## config.mk

```make
export PLATFORM = sky130hd
export DESIGN_NAME = dma_xfer_engine
export DESIGN_NICKNAME = d
export VERILOG_FILES = /design/src/rtl/dma_xfer_engine.sv
export SDC_FILE = /design/constraint.sdc
export NUM_CORES = 1
export LEC_CHECK = 0
export ABC_AREA = 1
export CAP_MARGIN = 20
export CORE_MARGIN = 2
export CORE_UTILIZATION = 54
export DETAILED_ROUTE_END_ITERATION = 8
export DONT_BUFFER_PORTS = 1
export PLACE_DENSITY = 0.69
export SETUP_SLACK_MARGIN = 0.15
export SLEW_MARGIN = 25
export SYNTH_ARGS = -nofsm -noshare
export SYNTH_HDL_FRONTEND = slang
export SYNTH_SLANG_ARGS = --single-unit
```

## constraint.sdc

```tcl
create_clock -name clk -period 6.3 [get_ports clk]
set_input_delay 0.315 -clock clk [delete_from_list [all_inputs] [get_ports clk]]
set_output_delay 0.315 -clock clk [all_outputs]
set_load 0.1 [all_outputs]
```

## src/rtl/dma_xfer_engine.sv

```systemverilog
module dma_xfer_engine #(
  parameter int AW = 32,
  parameter int CW = 16
) (
  input  logic          clk,
  input  logic          rst_n,
  input  logic          en,
  input  logic          grant,
  input  logic [AW-1:0] cfg_src,
  input  logic [AW-1:0] cfg_dst,
  input  logic [CW-1:0] cfg_cnt,
  input  logic [1:0]    cfg_ssz,
  input  logic [1:0]    cfg_dsz,
  input  logic          cfg_sinc,
  input  logic          cfg_dinc,
  input  logic          cfg_circ,
  input  logic          msk_ht,
  input  logic          msk_tc,
  input  logic          msk_te,
  input  logic          clr_ht,
  input  logic          clr_tc,
  input  logic          clr_te,
  output logic          mem_req,
  output logic          mem_we,
  output logic [AW-1:0] mem_addr,
  output logic [1:0]    mem_size,
  output logic [31:0]   mem_wdata,
  input  logic [31:0]   mem_rdata,
  input  logic          mem_ack,
  input  logic          mem_err,
  output logic          flg_ht,
  output logic          flg_tc,
  output logic          flg_te,
  output logic          irq,
  output logic          busy,
  output logic [CW:0]   remaining
);
  localparam int RW = CW + 1;

  typedef enum logic [2:0] {S_IDLE, S_WAIT, S_RD, S_WR, S_STOP} st_t;

  function automatic logic [AW-1:0] step_of(input logic [1:0] sz);
    case (sz)
      2'd0:    step_of = AW'(1);
      2'd1:    step_of = AW'(2);
      default: step_of = AW'(4);
    endcase
  endfunction

  function automatic logic [31:0] mask_of(input logic [1:0] sz);
    case (sz)
      2'd0:    mask_of = 32'h0000_00FF;
      2'd1:    mask_of = 32'h0000_FFFF;
      default: mask_of = 32'hFFFF_FFFF;
    endcase
  endfunction

  function automatic logic misfit(input logic [AW-1:0] a, input logic [1:0] sz);
    misfit = (sz == 2'd3) || ((a & (step_of(sz) - AW'(1))) != '0);
  endfunction

  st_t           st;
  logic [AW-1:0] sa, da;
  logic [RW-1:0] rem;
  logic [31:0]   dbuf;

  logic [RW-1:0] total, half, rem_nx;
  logic          cfg_bad, acc_done, wr_ok, ev_ht, ev_tc, ev_te;

  assign total    = (cfg_cnt == '0) ? {1'b1, {CW{1'b0}}} : {1'b0, cfg_cnt};
  assign half     = total >> 1;
  assign rem_nx   = rem - RW'(1);
  assign cfg_bad  = misfit(cfg_src, cfg_ssz) | misfit(cfg_dst, cfg_dsz);
  assign acc_done = mem_req & mem_ack;
  assign wr_ok    = acc_done & ~mem_err & (st == S_WR);
  assign ev_ht    = wr_ok & (rem_nx == half);
  assign ev_tc    = wr_ok & (rem_nx == '0);
  assign ev_te    = (acc_done & mem_err) | ((st == S_IDLE) & en & cfg_bad);

  assign mem_req   = (st == S_RD) || (st == S_WR);
  assign mem_we    = (st == S_WR);
  assign mem_addr  = mem_we ? da : sa;
  assign mem_size  = mem_we ? cfg_dsz : cfg_ssz;
  assign mem_wdata = dbuf & mask_of(cfg_dsz);
  assign busy      = (st == S_WAIT) || mem_req;
  assign remaining = rem;
  assign irq       = (flg_ht & msk_ht) | (flg_tc & msk_tc) | (flg_te & msk_te);

  always_ff @(posedge clk or negedge rst_n) begin
    if (!rst_n) begin
      st   <= S_IDLE;
      sa   <= '0;
      da   <= '0;
      rem  <= '0;
      dbuf <= '0;
    end else begin
      case (st)
        S_IDLE:
          if (en) begin
            if (cfg_bad) st <= S_STOP;
            else begin
              sa  <= cfg_src;
              da  <= cfg_dst;
              rem <= total;
              st  <= S_WAIT;
            end
          end
        S_WAIT:
          if (!en)        st <= S_IDLE;
          else if (grant) st <= S_RD;
        S_RD:
          if (mem_ack) begin
            if (mem_err) st <= S_STOP;
            else begin
              dbuf <= mem_rdata & mask_of(cfg_ssz);
              st   <= S_WR;
            end
          end
        S_WR:
          if (mem_ack) begin
            if (mem_err) st <= S_STOP;
            else if (rem_nx == '0 && cfg_circ) begin
              sa  <= cfg_src;
              da  <= cfg_dst;
              rem <= total;
              st  <= S_WAIT;
            end else begin
              sa  <= sa + (cfg_sinc ? step_of(cfg_ssz) : '0);
              da  <= da + (cfg_dinc ? step_of(cfg_dsz) : '0);
              rem <= rem_nx;
              st  <= (rem_nx == '0) ? S_STOP : S_WAIT;
            end
          end
        S_STOP:
          if (!en) st <= S_IDLE;
        default: st <= S_IDLE;
      endcase
    end
  end

  always_ff @(posedge clk or negedge rst_n) begin
    if (!rst_n) begin
      flg_ht <= 1'b0;
      flg_tc <= 1'b0;
      flg_te <= 1'b0;
    end else begin
      flg_ht <= (flg_ht & ~clr_ht) | ev_ht;
      flg_tc <= (flg_tc & ~clr_tc) | ev_tc;
      flg_te <= (flg_te & ~clr_te) | ev_te;
    end
  end

  AST_REQ_HOLD: assert property (@(posedge clk) disable iff (!rst_n)
    mem_req && !mem_ack |=> mem_req && $stable(mem_addr) && $stable(mem_we));
  AST_RD_THEN_WR: assert property (@(posedge clk) disable iff (!rst_n)
    mem_req && !mem_we && mem_ack && !mem_err |=> mem_req && mem_we);
  AST_ALIGNED: assert property (@(posedge clk) disable iff (!rst_n)
    mem_req |-> (mem_addr & (step_of(mem_size) - AW'(1))) == '0);
  AST_COUNT_STEP: assert property (@(posedge clk) disable iff (!rst_n)
    mem_req && mem_we && mem_ack && !mem_err && remaining > RW'(1)
    |=> remaining == $past(remaining) - RW'(1));
  AST_TC_SET: assert property (@(posedge clk) disable iff (!rst_n)
    mem_req && mem_we && mem_ack && !mem_err && remaining == RW'(1) |=> flg_tc);
  AST_ERR_HALT: assert property (@(posedge clk) disable iff (!rst_n)
    $rose(flg_te) |-> !mem_req && !busy);
  AST_NO_GRANT: assert property (@(posedge clk) disable iff (!rst_n)
    st == S_WAIT && !grant |=> !mem_req);
  AST_HT_CLEAR: assert property (@(posedge clk) disable iff (!rst_n)
    clr_ht && !(mem_req && mem_we && mem_ack) |=> !flg_ht);
endmodule

```

; Word-level counts from Yosys, hierarchy flattened
; Index checks and enable logic that the tools add are counted.
; Widths: inputs -> output; s select.
[classes]
bitwise_logic = 29
reduce_logical = 16
n_mux = 50
n_addsub = 5
eq_ne = 16
[ops]
columns = operator, n
row1 = $mux 32, 24
row2 = $pmux 32 s2, 4
row3 = $and 32x32->32, 4
row4 = $mux 17, 6
row5 = $add 32x32->32, 2
row6 = $reduce_bool 32->1, 2
row7 = $sub 32x1->32 const B, 2
row8 = $pmux 17 s2, 1
row9 = $mux 3, 11
row10 = $eq 17x16->1, 1
row11 = $logic_not 17->1, 1
row12 = $sub 17x1->17 const B, 1
row13 = $logic_not 16->1, 1
row14 = $pmux 3 s5, 1
row15 = $and 1x1->1, 14
row16 = $pmux 3 s2, 2
row17 = $ne 2x2->1 const B, 5
row18 = $reduce_and 5->1, 2
row19 = $or 1x1->1, 7
row20 = $eq 3x2->1 const B, 2
row21 = $eq 2x1->1 const B, 2
row22 = $eq 2x2->1 const B, 2
row23 = $logic_not 2->1, 2
row24 = $logic_or 1x1->1, 4
row25 = 10 further kinds, 13
[word_totals]
reg_bits = 119
word_cells = 124
output_inout_bits = 90
input_bits = 131

; Depth between registers and ports, before layout
; Gate-level depths: netlist of run 1.
[depth]
depth_word = 13
mapped_depth = 19
mapped_depth_nobuf = 19

; Worst setup path after synthesis of run 1
; Ideal clock, no wire load.
[synth_timing]
kind = flip-flop to output port
from = register st[2]
to = output port mem_addr[10]
n_path_buf = 2
arrival_ns = 5.094
path_stages_with_launch = 7
path_slack_ns = 0.891
t_required_ns = 5.985
cell_sequence = dfrtp_1 -> nor2_1 -> nand2_2 -> inv_2 -> clkbuf_1 -> buf_1 -> o21ai_0
[synth_via]
elab_chain_len = 2
[synth_rtl]
columns = element, line_no
row1 = from (decl), 62  ; st_t st;
row2 = from (signal assigned), 131  ; st <= (rem_nx == '0) ? S_STOP : S_WAIT;
row3 = $eq 3x2->1, 81  ; assign mem_we = (st == S_WR);
row4 = net mem_we, 24  ; output logic mem_we,
row5 = $mux 32, 82  ; assign mem_addr = mem_we ? da : sa;
row6 = to (decl), 25  ; output logic [AW-1:0] mem_addr,
; The timed path passes the listed nets, and every way through them passes these cells.

; Final worst setup path of run 1
[layout_timing]
from = register st[2]
to = output port mem_addr[20]
; The elaborated chain is that of the path after synthesis.

==> results of run 1 <==
==> power by group through the flow <==
| stage | logic [W] | clock network, W | registers [W] |
|---|---|---|---|
| after floorplan | 0.00236 | 0 | 0.00176 |
| after global placement | 0.00260 | 0 | 0.00199 |
| after detailed placement | 0.00271 | 0 | 0.00198 |
| after CTS | 0.00274 | 0.00101 | 0.00198 |
| after global routing | 0.00297 | 0.00106 | 0.00203 |
| final | 0.00274 | 0.00100 | 0.00200 |
==> worst paths after layout <==
check,to,start
min in group asynchronous,remaining[4],rst_n
hold reg to reg,dbuf[21],dbuf[21]
max in group asynchronous,remaining[8],rst_n
setup / recovery,mem_addr[20],st[2]
setup reg to reg,sa[9],remaining[1]
hold / removal,dbuf[21],mem_rdata[21]
==> metal layers <==
layer	global-route usage (%)	vias up
met5	0	-
met4	10.2	0
met3	6.68	45
met2	48.3	375
met1	42.4	4239
li1	-	4529
==> cell families (layout without fill, tap and decap cells) <==
logic type                 after synthesis  in the layout  share of synthesized area [%]
xor gates and xnor gates                66             66                           6.23
and+or+nand+nor                        924            924                           43.3
adders and majority gates               14             14                           2.05
buffers and inverters                  284            268                           12.6
DFF                                    119            119                           32.1
AOI/OAI and AO/OA                       64             64                           3.73
==> final cells by class <==
class	count	area [sq um]	share of cell area, %
clock buffer	17	425	4.13
multi-input combinational	1068	5430	52.7
timing repair buffer	22	213	2.07
inverter	214	806	7.83
clock inverter	15	174	1.69
sequential	119	2980	28.9
tap	220	275	2.67
==> synthesized netlist by cell type, drive strengths merged <==
cell type | instances | area share (%)
o21ai | 49 | 2.6
dfrtp | 119 | 32
or2 | 1 | 0.067
o21a | 1 | 0.081
ha | 12 | 1.6
nor3 | 40 | 2.2
nand3 | 187 | 10
o2111ai | 2 | 0.19
o22ai | 1 | 0.067
nand4 | 17 | 1.1
nand3b | 40 | 3.2
o211ai | 1 | 0.081
xor2 | 57 | 5.4
fa | 2 | 0.43
xnor2 | 9 | 0.85
clkbuf | 26 | 1.1
o221ai | 2 | 0.19
and2 | 1 | 0.067
inv | 214 | 8.7
buf | 44 | 2.9
nand2 | 531 | 22
a22oi | 1 | 0.081
nor4 | 10 | 0.67
nor2 | 97 | 4.2
a21oi | 6 | 0.32
a21boi | 1 | 0.081
==> flip-flops by register name, summed over array words and instances (netlist names) <==
register	flops
flg_tc	1
sa	32
flg_te	1
dbuf	32
flg_ht	1
remaining	17
st	3
da	32
==> metrics by stage <==
stage | power, W | setup WS, ns | cells
5_1_grt | 0.00606 | 1.77 | 1675
6_report | 0.00574 | 1.99 | 1675
3_3_place_gp | 0.00459 | 2.26 | 1631
2_1_floorplan | 0.00411 | 0.891 | 1471
4_1_cts | 0.00573 | 2.03 | 1675
3_5_place_dp | 0.00469 | 2.16 | 1631
==> placed cells by master (no fill, tap or decap), types with 2 or more instances in the layout <==
master	Yosys	final
clkbuf_16	0	17
xnor2_1	9	9
buf_4	8	10
o21ai_4	0	19
inv_8	0	6
nor2_2	3	14
nand2_2	2	2
o221ai_1	2	2
nand3_1	186	185
a21oi_1	6	6
fa_1	2	2
nand3b_1	40	40
dlygate4sd3_1	0	11
ha_1	12	12
o21ai_1	2	2
xor2_1	57	57
nor2_1	92	81
dfrtp_1	119	119
nor3_1	40	40
nor4_1	10	10
inv_6	0	5
nand4_1	17	17
o2111ai_1	2	2
nand2_1	528	528
o21ai_2	0	11
nor2_4	2	2
inv_1	210	210
o21ai_0	47	17
inv_2	4	3
==> impl_metrics.py, run 1 <==
metrics = {
    "outcome": {
        "status": "complete, no violations",
    },
    "drt": {
        "wire_per_inst_um": 16.7,
        "drc": 0,
        "routed.top_layer": "met4",
        "drtIter0Drc": 867,
        "wl_met3_mm": 2.01,
        "drt-vias-per-instance": 5.49,
        "drtAntennaViolNets": 0,
        "drt_wl_total_mm": 27.9,
        "wl_met2_mm": 13.0,
        "drt-met1-wl_mm": 12.3,
        "drt_pass1_iterations": 7,
        "via_count": 9188,
    },
    "worst_setup_path": {
        "arrival_ns": 4.00,
        "cp-end-kind": "output pin",
        "worst-path-stages": 7,
        "critPathSlowestCell": "o21ai_2",
        "crit_fanout": 87,
        "path_delay_family": "buffers and inverters",
        "path_buf_inv": 4,
        "crit_path_start_kind": "register",
        "r2r_cells": 17,
        "worst_path_most_repeated_cell": "buf_4",
        "required_ns": 5.98,
        "crit_type": "reg -> out",
        "cp_slowest_stage_delay_ns": 0.92,
        "crit_chain": "nor2_2, buf_4, nand2_2, buf_4, inv_4, buf_4, o21ai_2",
        "r2r_slack_ns": 2.08,
    },
    "yosys": {
        "synth_warnings": 0,
        "synth_cell_type_count": 36,
        "syn_avg_cell_area_sq_um": 6.31,
        "synth-seq-cells": 119,
        "postSynthCellCount": 1471,
        "syn_nets": 1616,
        "seq_area_frac_synth_pct": 32.1,
        "syn_area_sq_um": 9280,
    },
    "cts": {
        "root_buffer": "clkbuf_16",
        "cts_setup_buffers": 0,
        "clk_latency_ns": 0.43,
        "clock-sinks": 119,
        "path_clk_slew_ns": 0.07,
        "htree_num_levels": 4,
        "cts_tree": "done",
        "post_cts_resized": 0,
        "cts_hold_buf": 12,
        "clock_path_buffers": 2,
        "cts_made_buffers": 17,
    },
    "power": {
        "irDropWorstVdd_mv": 0.298,
        "combPwrFrac_pct": 47.7,
        "p_int_w": 0.00227,
        "clockPowerShare_pct": 17.5,
        "power_switching_w": 0.00347,
        "seqPwrFrac_pct": 34.8,
        "leakagePower_nw": 5.43,
        "cellPowerDensity_nw_per_um2": 557,
        "netSwitchingFraction_pct": 60.4,
    },
    "die": {
        "io-pin-count": 221,
        "die_y_um": 135,
        "die-area_sq_um": 18300,
        "die_x_um": 135,
        "rows": 47,
        "coreArea_sq_um": 16700,
        "start_util_pct": 55.6,
    },
    "sta": {
        "fin_crit_ns": 4.31,
        "fmax_mhz": 232,
        "fin_crit_sh_pct": 68.4,
        "setup_violations": 0,
        "finalClockSkew_ns": 0.0100,
        "setup_tns_ns": 0,
        "hold_viol": 0,
        "rsz0062_at_grt": "false",
        "tightest_slew_ns": 1.13,
        "slew_headroom_pct": 24.7,
        "whs_ns": 0.0173,
        "slew_viol_final": 0,
    },
    "grt": {
        "grt_use_total_pct": 30.8,
        "grt_overflow_total": 0,
        "grt_pass1_vias": 8638,
        "antenna_found_initial": 0,
        "grt_pass1_wl_mm": 44.5,
        "grt_max_degree": 120,
    },
    "cells_and_area": {
        "final_nets": 1587,
        "drive_gt1_share_pct": 6.80,
        "n_fill_cell": 1626,
        "antenna_cells": 0,
        "design_area_sq_um": 10300,
        "finalCoreUtilization_pct": 61.6,
        "area_delta_synth_final_pct": 10.9,
    },
    "placement": {
        "dpl-instance-area_sq_um": 9560,
        "portBuffers": 0,
        "hpwl_mm": 19.7,
        "place_congestion": 0.940,
    },
    "worst_hold_path": {
        "hold_path_class": "in -> reg",
        "min_path_cells": 2,
    },
    "job": {
        "cap_violations": 0,
    },
}
No activity file was read; power rests on OpenSTA's default activity.
==> inputs of run 2 (changes only) <==
- ABC_AREA: 1 -> 0
- PLACE_DENSITY: 0.69 -> 0.72
- clock period: 6.3 -> 3.5 ns (I/O delays scaled with it)
==> run 2 against run 1 <==
Net effect:
- critical path type is now reg -> reg
- register-to-register slack worse by 1.8 ns
- combinational power up 16%
- cell count fell by 16%
- critical endpoint is now sa[22]
==> impl_metrics.py, run 2 <==
metrics = {
    "outcome": {
        "status": "complete, no violations",
    },
    "drt": {
        "drc": 0,
        "drt_pass1_iterations": 6,
        "drtIter0Drc": 891,
        "drtAntennaViolNets": 0,
        "wire_per_inst_um": 19.7,
        "drt_wl_total_mm": 27.7,
        "via_count": 8824,
        "drt-vias-per-instance": 6.26,
    },
    "cts": {
        "path_clk_slew_ns": 0.06,
        "cts_setup_buffers": 0,
        "clock-sinks": 119,
        "clk_latency_ns": 0.43,
        "htree_num_levels": 4,
        "clock_path_buffers": 2,
        "cts_tree": "done",
        "cts_made_buffers": 17,
        "root_buffer": "clkbuf_16",
    },
    "yosys": {
        "synth_common_cells": "nand2_1 (194), dfrtp_1 (119), o21ai_0 (66)",
        "synth_cell_type_count": 79,
        "synth_area_leaders": "dfrtp_1 (35%), nand2_1 (8.5%), o21ai_0 (3.9%)",
        "synth_top_area_cell": "dfrtp_1",
        "synth_top_area_share_pct": 34.9,
        "syn_nets": 1199,
        "postSynthCellCount": 1054,
        "synth-seq-cells": 119,
        "synth_warnings": 0,
        "synth_ff_type": "dfrtp_1",
        "syn_area_sq_um": 8530,
        "synth_edf_count": 0,
        "syn_avg_cell_area_sq_um": 8.09,
        "synth.most_common_cell": "nand2_1",
        "async_reset_ff_share_pct": 100,
        "seq_area_frac_synth_pct": 34.9,
    },
    "worst_setup_path": {
        "arrival_ns": 3.54,
        "crit_chain": "inv_1, ha_1, nor4b_1, nand3_1, or4_1, a211o_1, o21ai_4, buf_12, o21ai_0, a221o_1",
        "crit_fanout": 34,
        "cp_slowest_stage_delay_ns": 0.61,
        "r2r_slack_ns": 0.26,
        "crit_path_start_kind": "register",
        "required_ns": 3.80,
        "cp-end-kind": "register",
        "crit_type": "reg -> reg",
        "critPathSlowestCell": "or4_1",
    },
    "grt": {
        "grt_use_total_pct": 33.7,
        "grt_max_degree": 120,
        "antenna_found_initial": 0,
        "grt_overflow_total": 0,
        "grt_pass1_vias": 8566,
        "grt_pass1_wl_mm": 44.6,
    },
    "die": {
        "io-pin-count": 221,
        "rows": 45,
        "die_x_um": 130,
        "die_y_um": 130,
        "coreArea_sq_um": 15300,
        "die-area_sq_um": 16800,
        "start_util_pct": 55.7,
    },
    "sta": {
        "setup_tns_ns": 0,
        "fin_crit_ns": 3.24,
        "tightest_slew_ns": 1.08,
        "setup_violations": 0,
        "slew_viol_final": 0,
        "fmax_mhz": 309,
        "hold_viol": 0,
        "fin_ws_ns": 0.259,
        "fin_crit_sh_pct": 92.6,
        "rsz0062_at_grt": "false",
        "slew_headroom_pct": 27.9,
        "finalClockSkew_ns": 0.00745,
    },
    "job": {
        "cap_violations": 0,
    },
    "cells_and_area": {
        "final_nets": 1330,
        "final_common_cell": "nand2_1",
        "layout_common_cells": "nand2_1 (191), dfrtp_1 (117), dlygate4sd3_1 (103)",
        "antenna_cells": 0,
        "n_fill_cell": 1153,
        "drive_gt1_share_pct": 16.1,
        "final_cell_count_no_fill": 1409,
        "top_regs": "da (32), dbuf (32), sa (32)",
        "area_delta_synth_final_pct": 32.3,
        "design_area_sq_um": 11300,
    },
    "placement": {
        "place_congestion": 0.946,
        "portBuffers": 0,
        "dp_slack_ns": 0.186,
        "dpl-instance-area_sq_um": 9600,
        "post-place-cells": 1273,
        "hpwl_mm": 18.7,
    },
    "power": {
        "leakagePower_nw": 4.77,
        "seqPwrFrac_pct": 29.3,
        "clockPowerShare_pct": 25.8,
        "p_total_w": 0.00709,
        "irDropWorstVdd_mv": 0.514,
        "power_switching_w": 0.00324,
        "combPwrFrac_pct": 44.9,
        "p_int_w": 0.00386,
        "netSwitchingFraction_pct": 45.6,
        "cellPowerDensity_nw_per_um2": 629,
    },
    "worst_hold_path": {
        "hold_path_class": "in -> reg",
    },
}
run 2: final timing paths:
check,startpoint,end,depth (start not counted)
setup / recovery,remaining[1],sa[22],10
setup reg to reg,remaining[1],sa[22],10
hold reg to reg,dbuf[25],dbuf[25],2
min in group asynchronous,rst_n,remaining[7],2
max in group asynchronous,rst_n,da[6],2
hold / removal,cfg_dst[28],da[28],2
run 2: worst max-delay path, delay by kind of cell, from the launching register on:
family	cells	cell delay, ns
adders and majority gates	1	0.16
buffers and inverters	2	0.34
AOI/OAI and AO/OA	4	1.17
and+or+nand+nor	3	0.98
DFF	1	0.44
run 2: kinds of logic after synthesis:
family,share of synthesized area [%]
flip-flops,34.9
XOR/XNOR,2.98
adder cells (fa/ha/maj),2.47
buffers and inverters,6.79
AO/OA/AOI/OAI,20.4
multiplexers,5.93
AND/OR/NAND/NOR,26.5
run 2: final cells by class:
| class | instances | area (sq um) | area share, % |
|---|---|---|---|
| multi-input combinational | 805 | 5100 | 45.2 |
| sequential | 119 | 2980 | 26.4 |
| timing repair buffer | 192 | 2130 | 18.9 |
| clock buffer | 18 | 439 | 3.89 |
| tap | 211 | 264 | 2.34 |
| inverter | 50 | 188 | 1.66 |
| clock inverter | 14 | 176 | 1.56 |
run 2: routing by layer:
metal	GRT usage, %	wire length (um)	vias to the layer above	part of all wire [%]
met5	0	0	-	0
met4	13.3	949	0	3.4
met3	8.46	2450	82	8.8
met2	53.9	13100	462	47
met1	44.1	11300	4227	41
li1	-	-	4053	-
run 2: power groups by stage:
stage	sequential [W]	combinational, W	clock, W
after floorplan	0.00238	0.00183	0
after global placement	0.00207	0.00299	0
after detailed placement	0.00208	0.00302	0
after CTS	0.00206	0.00316	0.00185
after global routing	0.00212	0.00334	0.00192
final	0.00208	0.00318	0.00183
run 2: timing repair:
| action | 4_1_cts | 5_1_grt |
|---|---|---|
| endpoints found under the setup margin | 0 | 24 |
| resized for setup | 0 | 2 |
| hold endpoints to repair | 220 | 0 |
| hold buffers | 104 | 0 |
run 2: stage by stage:
stage               utilization, %  hold WS, ns
finish                        73.7      0.00346
global route                  73.7      0.00887
CTS                           73.6     0.000737
detailed placement            62.7       -0.115
global placement              62.7       -0.116
floorplan                        -       -0.121
